<file path="config.mk">
export PLATFORM = sky130hd
export DESIGN_NAME = wdog_timer
export DESIGN_NICKNAME = d
export VERILOG_FILES = /design/src/rtl/wdt_pkg.sv /design/src/rtl/wdt_regfile.sv /design/src/rtl/wdt_prescaler.sv /design/src/rtl/wdt_countdown.sv /design/src/rtl/wdog_timer.sv
export SDC_FILE = /design/constraint.sdc
export NUM_CORES = 1
export LEC_CHECK = 0
export ABC_AREA = 0
export BUFFER_PORTS_ARGS = -buffer_cell sky130_fd_sc_hd__buf_4
export CORE_MARGIN = 2
export CORE_UTILIZATION = 55
export CTS_BUF_LIST = sky130_fd_sc_hd__clkbuf_8
export DETAILED_ROUTE_END_ITERATION = 12
export HOLD_SLACK_MARGIN = 0.02
export PLACE_DENSITY = 0.79
export SLEW_MARGIN = 20
export SYNTH_ARGS = -nofsm -noshare
export SYNTH_HDL_FRONTEND = slang
export SYNTH_SLANG_ARGS = --single-unit
</file>
<file path="constraint.sdc">
create_clock -name clk -period 3.5 [get_ports clk]
set_clock_uncertainty 0.1 [all_clocks]
set_input_delay 0.7 -clock clk [delete_from_list [all_inputs] [get_ports clk]]
set_output_delay 0.7 -clock clk [all_outputs]
set_load 0.02 [all_outputs]
</file>
<file path="src/rtl/wdt_pkg.sv">
package wdt_pkg;
  localparam int ADDR_W   = 8;
  localparam int DATA_W   = 32;
  localparam int DIV_W    = 16;
  localparam int LOAD_W   = 16;
  localparam int DIV_LSB  = 16;
  localparam int RUN_BIT  = 7;
  localparam int KICK_BIT = 9;
  localparam int CAUSE_BIT = 1;

  localparam logic [ADDR_W-1:0] OFS_KICK  = 8'h00;
  localparam logic [ADDR_W-1:0] OFS_CTRL  = 8'h20;
  localparam logic [ADDR_W-1:0] OFS_LOAD  = 8'h24;
  localparam logic [ADDR_W-1:0] OFS_CAUSE = 8'h38;

  localparam logic [LOAD_W-1:0] LOAD_RST = '1;
endpackage

</file>
<file path="src/rtl/wdt_regfile.sv">
module wdt_regfile
  import wdt_pkg::*;
(
  input  logic              clk,
  input  logic              rst_n,
  input  logic              por_n,
  input  logic              bus_en,
  input  logic              bus_we,
  input  logic [ADDR_W-1:0] bus_addr,
  input  logic [DATA_W-1:0] bus_wdata,
  input  logic              expire,
  output logic [DATA_W-1:0] bus_rdata,
  output logic              run,
  output logic [DIV_W-1:0]  divider,
  output logic [LOAD_W-1:0] load_val,
  output logic              reload,
  output logic              cause
);
  logic wr_ctrl, wr_load, wr_kick, wr_cause;

  assign wr_ctrl  = bus_en && bus_we && (bus_addr == OFS_CTRL);
  assign wr_load  = bus_en && bus_we && (bus_addr == OFS_LOAD);
  assign wr_kick  = bus_en && bus_we && (bus_addr == OFS_KICK);
  assign wr_cause = bus_en && bus_we && (bus_addr == OFS_CAUSE);

  assign reload = (wr_kick && bus_wdata[KICK_BIT])
                | (wr_ctrl && bus_wdata[RUN_BIT] && !run);

  always_ff @(posedge clk or negedge rst_n) begin
    if (!rst_n) begin
      run      <= 1'b0;
      divider  <= '0;
      load_val <= LOAD_RST;
    end else begin
      if (wr_ctrl) begin
        run     <= bus_wdata[RUN_BIT];
        divider <= bus_wdata[DIV_LSB +: DIV_W];
      end
      if (wr_load) load_val <= bus_wdata[LOAD_W-1:0];
    end
  end

  always_ff @(posedge clk or negedge por_n) begin
    if (!por_n)      cause <= 1'b0;
    else if (expire) cause <= 1'b1;
    else if (wr_cause && bus_wdata[CAUSE_BIT]) cause <= 1'b0;
  end

  always_comb begin
    bus_rdata = '0;
    if (bus_en && !bus_we) begin
      case (bus_addr)
        OFS_CTRL: begin
          bus_rdata[DIV_LSB +: DIV_W] = divider;
          bus_rdata[RUN_BIT]          = run;
        end
        OFS_LOAD:  bus_rdata[LOAD_W-1:0] = load_val;
        OFS_CAUSE: bus_rdata[CAUSE_BIT]  = cause;
        default:   bus_rdata = '0;
      endcase
    end
  end
endmodule

</file>
<file path="src/rtl/wdt_prescaler.sv">
module wdt_prescaler #(
  parameter int DIV_W = 16
) (
  input  logic             clk,
  input  logic             rst_n,
  input  logic             run,
  input  logic             clr,
  input  logic [DIV_W-1:0] divider,
  output logic             tick,
  output logic [DIV_W-1:0] phase
);
  logic last;

  assign last = (divider <= DIV_W'(1)) || (phase == divider - DIV_W'(1));
  assign tick = run && !clr && last;

  always_ff @(posedge clk or negedge rst_n) begin
    if (!rst_n)                 phase <= '0;
    else if (!run || clr || last) phase <= '0;
    else                        phase <= phase + DIV_W'(1);
  end
endmodule

</file>
<file path="src/rtl/wdt_countdown.sv">
module wdt_countdown #(
  parameter int LOAD_W = 16
) (
  input  logic              clk,
  input  logic              rst_n,
  input  logic              reload,
  input  logic              tick,
  input  logic [LOAD_W-1:0] load_val,
  output logic              expire,
  output logic              req,
  output logic [LOAD_W-1:0] count
);
  assign expire = tick && !reload && (count <= LOAD_W'(1));

  always_ff @(posedge clk or negedge rst_n) begin
    if (!rst_n) begin
      count <= '1;
      req   <= 1'b0;
    end else begin
      req <= expire;
      if (reload || expire) count <= load_val;
      else if (tick)        count <= count - LOAD_W'(1);
    end
  end
endmodule

</file>
<file path="src/rtl/wdog_timer.sv">
module wdog_timer
  import wdt_pkg::*;
(
  input  logic              clk,
  input  logic              por_n,
  input  logic              rst_n,
  input  logic              bus_en,
  input  logic              bus_we,
  input  logic [ADDR_W-1:0] bus_addr,
  input  logic [DATA_W-1:0] bus_wdata,
  output logic [DATA_W-1:0] bus_rdata,
  output logic              sys_rst_req
);
  logic              run, reload, cause, tick, expire;
  logic [DIV_W-1:0]  divider, phase;
  logic [LOAD_W-1:0] load_val, count;
  logic              rst_all_n;

  assign rst_all_n = rst_n && por_n;

  wdt_regfile u_regs (
    .clk(clk), .rst_n(rst_all_n), .por_n(por_n),
    .bus_en(bus_en), .bus_we(bus_we), .bus_addr(bus_addr), .bus_wdata(bus_wdata),
    .expire(expire), .bus_rdata(bus_rdata), .run(run), .divider(divider),
    .load_val(load_val), .reload(reload), .cause(cause)
  );

  wdt_prescaler #(.DIV_W(DIV_W)) u_pre (
    .clk(clk), .rst_n(rst_all_n), .run(run), .clr(reload),
    .divider(divider), .tick(tick), .phase(phase)
  );

  wdt_countdown #(.LOAD_W(LOAD_W)) u_cnt (
    .clk(clk), .rst_n(rst_all_n), .reload(reload), .tick(tick),
    .load_val(load_val), .expire(expire), .req(sys_rst_req), .count(count)
  );
endmodule

</file>
==> results of run 1 <==
==> final cells by class <==
| type | count | share of cell area [%] |
|---|---|---|
| multi-input cells | 330 | 44.7 |
| flip-flops and latches | 67 | 32.4 |
| repair buffers | 98 | 14.9 |
| clock buffers | 11 | 2.86 |
| well taps | 102 | 2.41 |
| clock inverters | 5 | 1.42 |
| inverters | 18 | 1.28 |
==> worst paths after layout <==
path                                   start                  to  slack [ns]
min                                    rst_n           u_cnt.req        0.38
max                        u_regs.divider[0]     u_pre.phase[10]        0.20
max in group asynchronous              por_n  u_regs.load_val[4]        2.04
max reg2reg                u_regs.divider[0]     u_pre.phase[10]        0.20
min reg2reg                  u_cnt.count[11]     u_cnt.count[11]        0.40
min in group clk             u_cnt.count[11]     u_cnt.count[11]        0.40
==> synth_stat cells, types with 2 or more instances <==
library cell	instances	area share, %
a21o_1	3	0.53
a21oi_1	17	2.0
a2bb2oi_1	7	1.4
a32oi_1	2	0.41
and2_1	31	4.5
and3_1	7	1.0
buf_1	2	0.18
buf_2	2	0.23
buf_6	3	0.79
clkbuf_1	14	1.2
dfrtp_1	35	21
dfstp_2	32	20
ha_1	5	1.5
inv_1	18	1.6
mux2_2	32	8.5
mux2i_1	16	3.8
nand2_1	20	1.8
nand2b_1	4	0.59
nand3_1	19	2.2
nand3b_1	4	0.70
nand4_1	9	1.3
nor2_1	39	3.4
nor3_1	14	1.6
nor3b_1	3	0.53
nor3b_2	3	0.88
nor4_1	8	1.2
o21ai_0	5	0.59
o22ai_1	6	0.88
o41ai_1	2	0.41
or3_1	8	1.2
or3b_2	3	0.62
or4_1	4	0.70
xnor2_1	23	4.7
xor2_1	12	2.5
==> metal layers <==
layer	GRT usage (%)	vias to the layer above	routed length [µm]
met3	4.19	12	463
met5	0	-	0
li1	-	1730	-
met4	7.71	0	132
met2	36.5	106	4470
met1	35.7	1679	4780
==> sequential cells by signal (all words and copies together) (netlist names) <==
name             count
u_cnt.count         16
u_regs.divider      16
u_pre.phase         16
u_regs.cause         1
u_regs.run           1
u_regs.load_val     16
u_cnt.req            1
==> stage by stage <==
| step | hold WS, ns | setup WS, ns | utilization [%] | instance area, µm² | total power, µW |
|---|---|---|---|---|---|
| 2_1_floorplan | 0.304 | 0.358 | - | 4260 | 1120 |
| 3_3_place_gp | 0.379 | 0.289 | 66.1 | 5030 | 1230 |
| 3_5_place_dp | 0.381 | 0.222 | 66.1 | 5030 | 1240 |
| 4_1_cts | 0.393 | 0.208 | 69.2 | 5270 | 1970 |
| 5_1_grt | 0.418 | 0.00924 | 69.6 | 5290 | 2060 |
| 6_report | 0.378 | 0.204 | 69.6 | 5290 | 1960 |
==> power by group through the flow <==
stage	combinational, µW	clock (µW)	sequential (µW)
final	356	726	879
after global routing	399	773	883
after global placement	341	0	885
after detailed placement	351	0	887
after floorplan	245	0	873
after CTS	351	740	875
==> kinds of logic after synthesis <==
logic type / count (synthesis) / share of synthesized area (%)
simple gates: 187 / 25.1
flops: 67 / 40.3
compound gates: 55 / 9.21
mux: 48 / 12.2
buf+inv: 41 / 4.55
xor+xnor: 35 / 7.19
fa+ha+maj: 5 / 1.47
==> layout by cell type, fill, tap and decap left out, types with 9 or more instances in the layout <==
| cell type | netlist | layout |
|---|---|---|
| xor2_1 | 12 | 12 |
| nor2_1 | 39 | 39 |
| nand3_1 | 19 | 19 |
| buf_4 | 1 | 93 |
| mux2_2 | 32 | 32 |
| a21oi_1 | 17 | 15 |
| dfrtp_1 | 35 | 35 |
| xnor2_1 | 23 | 23 |
| nor3_1 | 14 | 14 |
| mux2i_1 | 16 | 16 |
| dfstp_2 | 32 | 32 |
| inv_1 | 18 | 19 |
| nand4_1 | 9 | 9 |
| clkbuf_8 | 0 | 11 |
| and2_1 | 31 | 30 |
| nand2_1 | 20 | 20 |
==> tightest hold or removal path, stage by stage <==
cell,delay [ns]
buf_4,0.08
and2_2,0.15
buf_12,0.30
==> what timing repair did <==
| action | CTS | global route |
|---|---|---|
| gates resized for setup | 0 | 2 |
| endpoints found under the setup margin | 0 | 27 |
| hold endpoints to repair | 1 | 0 |
| buffers inserted | 0 | 1 |
| hold buffers | 1 | 0 |
==> flow_metrics.env, run 1 <==
export IMPL_status="finished clean"
export IMPL_synth_seq_area_share_pct=40.3
export IMPL_p_int_uw=1440
export IMPL_seqPwrFrac_pct=44.8
export IMPL_netlist_area_um2=4260
export IMPL_synth_ff_type="dfrtp_1"
export IMPL_avgSynthCellArea_um2=9.74
export IMPL_p_leak_uw=0.00249
export IMPL_core_um2=7610
export IMPL_cts_buffers=9
export IMPL_crit_chain="inv_1 > ha_1 > or3b_2 > or4_1 > a32oi_1 > a21oi_2 > o41ai_2 > nand2b_1 > buf_12 > nor2_1"
export IMPL_p_sw_uw=517
export IMPL_start_kind="flip-flop"
export IMPL_fin_crit_sh_pct=94.2
export IMPL_drive_above_1_share_pct=37.2
export IMPL_slew_viol_final=0
export IMPL_ctsHtreeMaxLevel=3
export IMPL_rows=32
export IMPL_regArea_um2=1720
export IMPL_place_detailed_hpwl_um=7220
export IMPL_root_buffer="clkbuf_8"
export IMPL_die_h_um=92.1
export IMPL_firstDrtPassIters=5
export IMPL_routed_wl_um=9850
export IMPL_setup_tns_ns=0
export IMPL_cts_clk_slew_worst_paths_ns=0.07
export IMPL_cts_sinks=67
export IMPL_worstSetupPathType="reg -> reg"
export IMPL_crit_slowest_cell="or3b_2"
export IMPL_p_per_area_nw_per_um2=370
export IMPL_min_path_type="in -> async"
export IMPL_grt_usage_pct=24.2
export IMPL_maxClockFrequency_mhz=303
export IMPL_multi_input_area_um2=2370
export IMPL_hold_viol=0
export IMPL_fin_nets=574
export IMPL_vias=3527
export IMPL_synth_seq_cells=67
export IMPL_drt_iter0_markers=189
export IMPL_ys_types=60
export IMPL_clk_latency_ns=0.35
export IMPL_drc_errors=0
export IMPL_grt_pass1_wl_um=16400
export IMPL_antennaDiodeCount=0
export IMPL_crit_path_max_incr_delay_ns=0.52
export IMPL_place_congestion=0.895
export IMPL_ys_async_sr_fraction_pct=100
export IMPL_clockBufferDepth=2
export IMPL_antenna_found_initial=0
export IMPL_routedWlPerCell_um=15.6
export IMPL_crit_arrival_ns=3.43
export IMPL_syn_inst=438
export IMPL_grt_max_degree=67
export IMPL_cap_violations=0
export IMPL_grt_pass1_vias=3375
export IMPL_yosys_warnings=0
export IMPL_max_slew_margin_rel_pct=66.8
export IMPL_p_sw_share_pct=26.4
export IMPL_chipWidth_um=92.1
export IMPL_via_per_inst=5.59
export IMPL_crit_buf_inv=2
export IMPL_crit_required_ns=3.63
export IMPL_n_fill_cell=587
export IMPL_clkPwrFrac_pct=37.0
export IMPL_initial_core_util_pct=56.1
export IMPL_vdd_drop_max_mv=0.209
export IMPL_die_area_um2=8470
export IMPL_port_buffers=77
export IMPL_synth_edff_count=0
export IMPL_power_frac_comb_pct=18.1
export IMPL_instances_no_fill=631
export IMPL_cp_num_cells=10
export IMPL_setup_violations=0
export IMPL_gr_total_overflow=0
export IMPL_post_route_min_period_ns=3.30
export IMPL_rsz0062_at_grt="false"
export IMPL_antenna_left=0
export IMPL_area_growth_syn_to_layout_pct=24.1
export IMPL_critPathTopFamily="simple AND/OR/NAND/NOR gates"
export IMPL_crit_path_end_kind="flip-flop"
export IMPL_tritoncts="done"
export IMPL_dp_cells=613
export IMPL_rr_worst_depth=10
export IMPL_max_slew_worst_pin_slew_ns=0.494
export IMPL_io_pins=78
export IMPL_synthesis_nets=488
export IMPL_path_max_fanout=16
(Power assumes the default switching activity.)
==> inputs of run 2 (changes only) <==
- CORE_MARGIN: 2 -> 8
- RECOVER_POWER: not set -> 100
==> run 2 against run 1 <==
Compared with the run above: final cell count is 0.63% lower; critical path depth decreased by 1; hold slack better by 0.021 ns; die area rose by 28%; fmax fell by 1.4%; highest routed layer unchanged; clock-buffer cell count is the same; non-clock buffer count decreased by 4; clock power up 3.7%; final area shrank 2.7%; wire length up 6.3%; critical endpoint is now u_cnt.count[1].
==> flow_metrics.env, run 2 (synthesized netlist as in run 1, its figures left out) <==
export IMPL_status="finished clean"
export IMPL_cts_sinks=67
export IMPL_clockBufferDepth=2
export IMPL_drc_errors=0
export IMPL_cts_setup_buffers=0
export IMPL_cts_clk_slew_worst_paths_ns=0.08
export IMPL_routedWlPerCell_um=16.7
export IMPL_core_um2=7610
export IMPL_p_per_area_nw_per_um2=383
export IMPL_rr_worst_depth=9
export IMPL_firstDrtPassIters=4
export IMPL_gr_total_overflow=0
export IMPL_root_buffer="clkbuf_8"
export IMPL_place_ws_ns=0.205
export IMPL_cp_startpoint="u_regs.divider[0]"
export IMPL_die_area_um2=10800
export IMPL_hold_viol=0
export IMPL_setup_violations=0
export IMPL_crit_path_end_kind="flip-flop"
export IMPL_port_buffers=77
export IMPL_fin_crit_sh_pct=95.5
export IMPL_routed_wl_um=10500
export IMPL_vdd_drop_max_mv=0.204
export IMPL_area_growth_syn_to_layout_pct=20.8
export IMPL_grt_usage_pct=19.5
export IMPL_via_per_inst=5.66
export IMPL_crit_chain="inv_1 > ha_1 > or3b_2 > or4_1 > a32oi_1 > a21oi_1 > o41ai_2 > a21o_2 > mux2i_1"
export IMPL_chipWidth_um=104
export IMPL_crit_path_max_incr_delay_ns=0.52
export IMPL_clk_latency_ns=0.34
export IMPL_crit_required_ns=3.67
export IMPL_cap_violations=0
export IMPL_mostFrequentLayoutCell="buf_4"
export IMPL_r2r_end="u_cnt.count[1]"
export IMPL_antenna_left=0
export IMPL_tritoncts="done"
export IMPL_reg2reg_slack_ns=0.16
export IMPL_grt_pass1_wl_um=17700
export IMPL_min_path_type="reg -> reg"
export IMPL_max_slew_worst_pin_slew_ns=1.13
export IMPL_final_cell_mix="63 x buf_4, 39 x nor2_1, 35 x dfrtp_1, 32 x mux2_2, 32 x dfstp_2"
export IMPL_io_pins=78
export IMPL_critPathTopFamily="compound AO/OA/AOI/OAI gates"
export IMPL_place_congestion=0.886
export IMPL_instances_no_fill=627
export IMPL_drive_above_1_share_pct=34.3
export IMPL_cp_num_cells=9
export IMPL_drt_iter0_markers=190
export IMPL_endpoint="u_cnt.count[1]"
export IMPL_max_slew_margin_rel_pct=24.7
export IMPL_crit_buf_inv=1
export IMPL_fin_nets=570
export IMPL_ctsHtreeMaxLevel=3
export IMPL_post_route_min_period_ns=3.34
export IMPL_slew_viol_final=0
export IMPL_die_h_um=104
export IMPL_setup_ws_ns=0.157
export IMPL_path_max_fanout=7
export IMPL_antenna_found_initial=0
export IMPL_r2r_start="u_regs.divider[0]"
export IMPL_crit_slowest_cell="or3b_2"
export IMPL_initial_core_util_pct=56.1
export IMPL_dp_cells=610
export IMPL_whs_ns=0.399
export IMPL_setup_tns_ns=0
export IMPL_antennaDiodeCount=0
export IMPL_maxClockFrequency_mhz=299
export IMPL_rows=32
export IMPL_crit_arrival_ns=3.51
export IMPL_p_total_uw=1970
export IMPL_worstSetupPathType="reg -> reg"
export IMPL_place_detailed_hpwl_um=7780
export IMPL_rsz0062_at_grt="false"
export IMPL_hold_path_depth=2
export IMPL_cts_buffers=9
export IMPL_start_kind="flip-flop"
export IMPL_vias=3550
export IMPL_p_leak_uw=0.00239
export IMPL_grt_max_degree=51
export IMPL_grt_pass1_vias=3628
## run 2: cell count changes in the layout (fill, tap and decap cells not counted), moves of 2 or more
cell / before / now
clkbuf_2: 0 / 16
and2_0: 0 / 10
buf_12: 4 / 2
and2_1: 30 / 21
clkbuf_1: 0 / 10
nor3b_1: 2 / 4
buf_4: 93 / 63
nor3b_2: 4 / 2
## run 2: per-stage QoR
stage / area, µm² / utilization, %
after floorplan: 4260 / -
after global placement: 4990 / 65.6
after detailed placement: 4990 / 65.6
after CTS: 5240 / 68.8
after global routing: 5150 / 67.7
final: 5150 / 67.7
## run 2: routing by layer
metal | up-vias | GRT usage (%) | share of wire (%)
met5 | - | 0 | 0
met4 | 0 | 6.51 | 0.99
met3 | 9 | 4.09 | 4.8
met2 | 99 | 29.6 | 45
met1 | 1724 | 26.8 | 49
li1 | 1718 | - | -
## run 2: timing repair
item                      CTS  global route
hold endpoints to repair    1             0
hold buffers                1             0
resized for setup           0             0
## run 2: power breakdown
group          switching, µW  internal [µW]
registers               43.6            832
clock network            310            443
logic                    182            163
## run 2: cell type report
| cell class | instances | area (µm²) |
|---|---|---|
| clock buffer | 11 | 151 |
| clock inverter | 5 | 82.6 |
| fill | 643 | 2460 |
| inverter | 18 | 67.6 |
| multi-input combinational | 330 | 2350 |
| sequential | 67 | 1720 |
| tap | 102 | 128 |
| timing repair buffer | 94 | 653 |
## run 2: worst min-delay path by stage
stage | startpoint | to | slack [ns]
finish | u_cnt.count[11] | u_cnt.count[11] | 0.40
detailed placement | por_n | u_regs.cause | 0.38
global placement | u_regs.cause | u_regs.cause | 0.37
floorplan | por_n | u_regs.cause | 0.30
global route | u_cnt.count[11] | u_cnt.count[11] | 0.42
CTS | rst_n | u_cnt.req | 0.30
## run 2: worst min-delay path, cell delays in order (launching register included)
cell	delay (ns)
dfstp_2	0.38
inv_1	0.04
o22ai_1	0.07
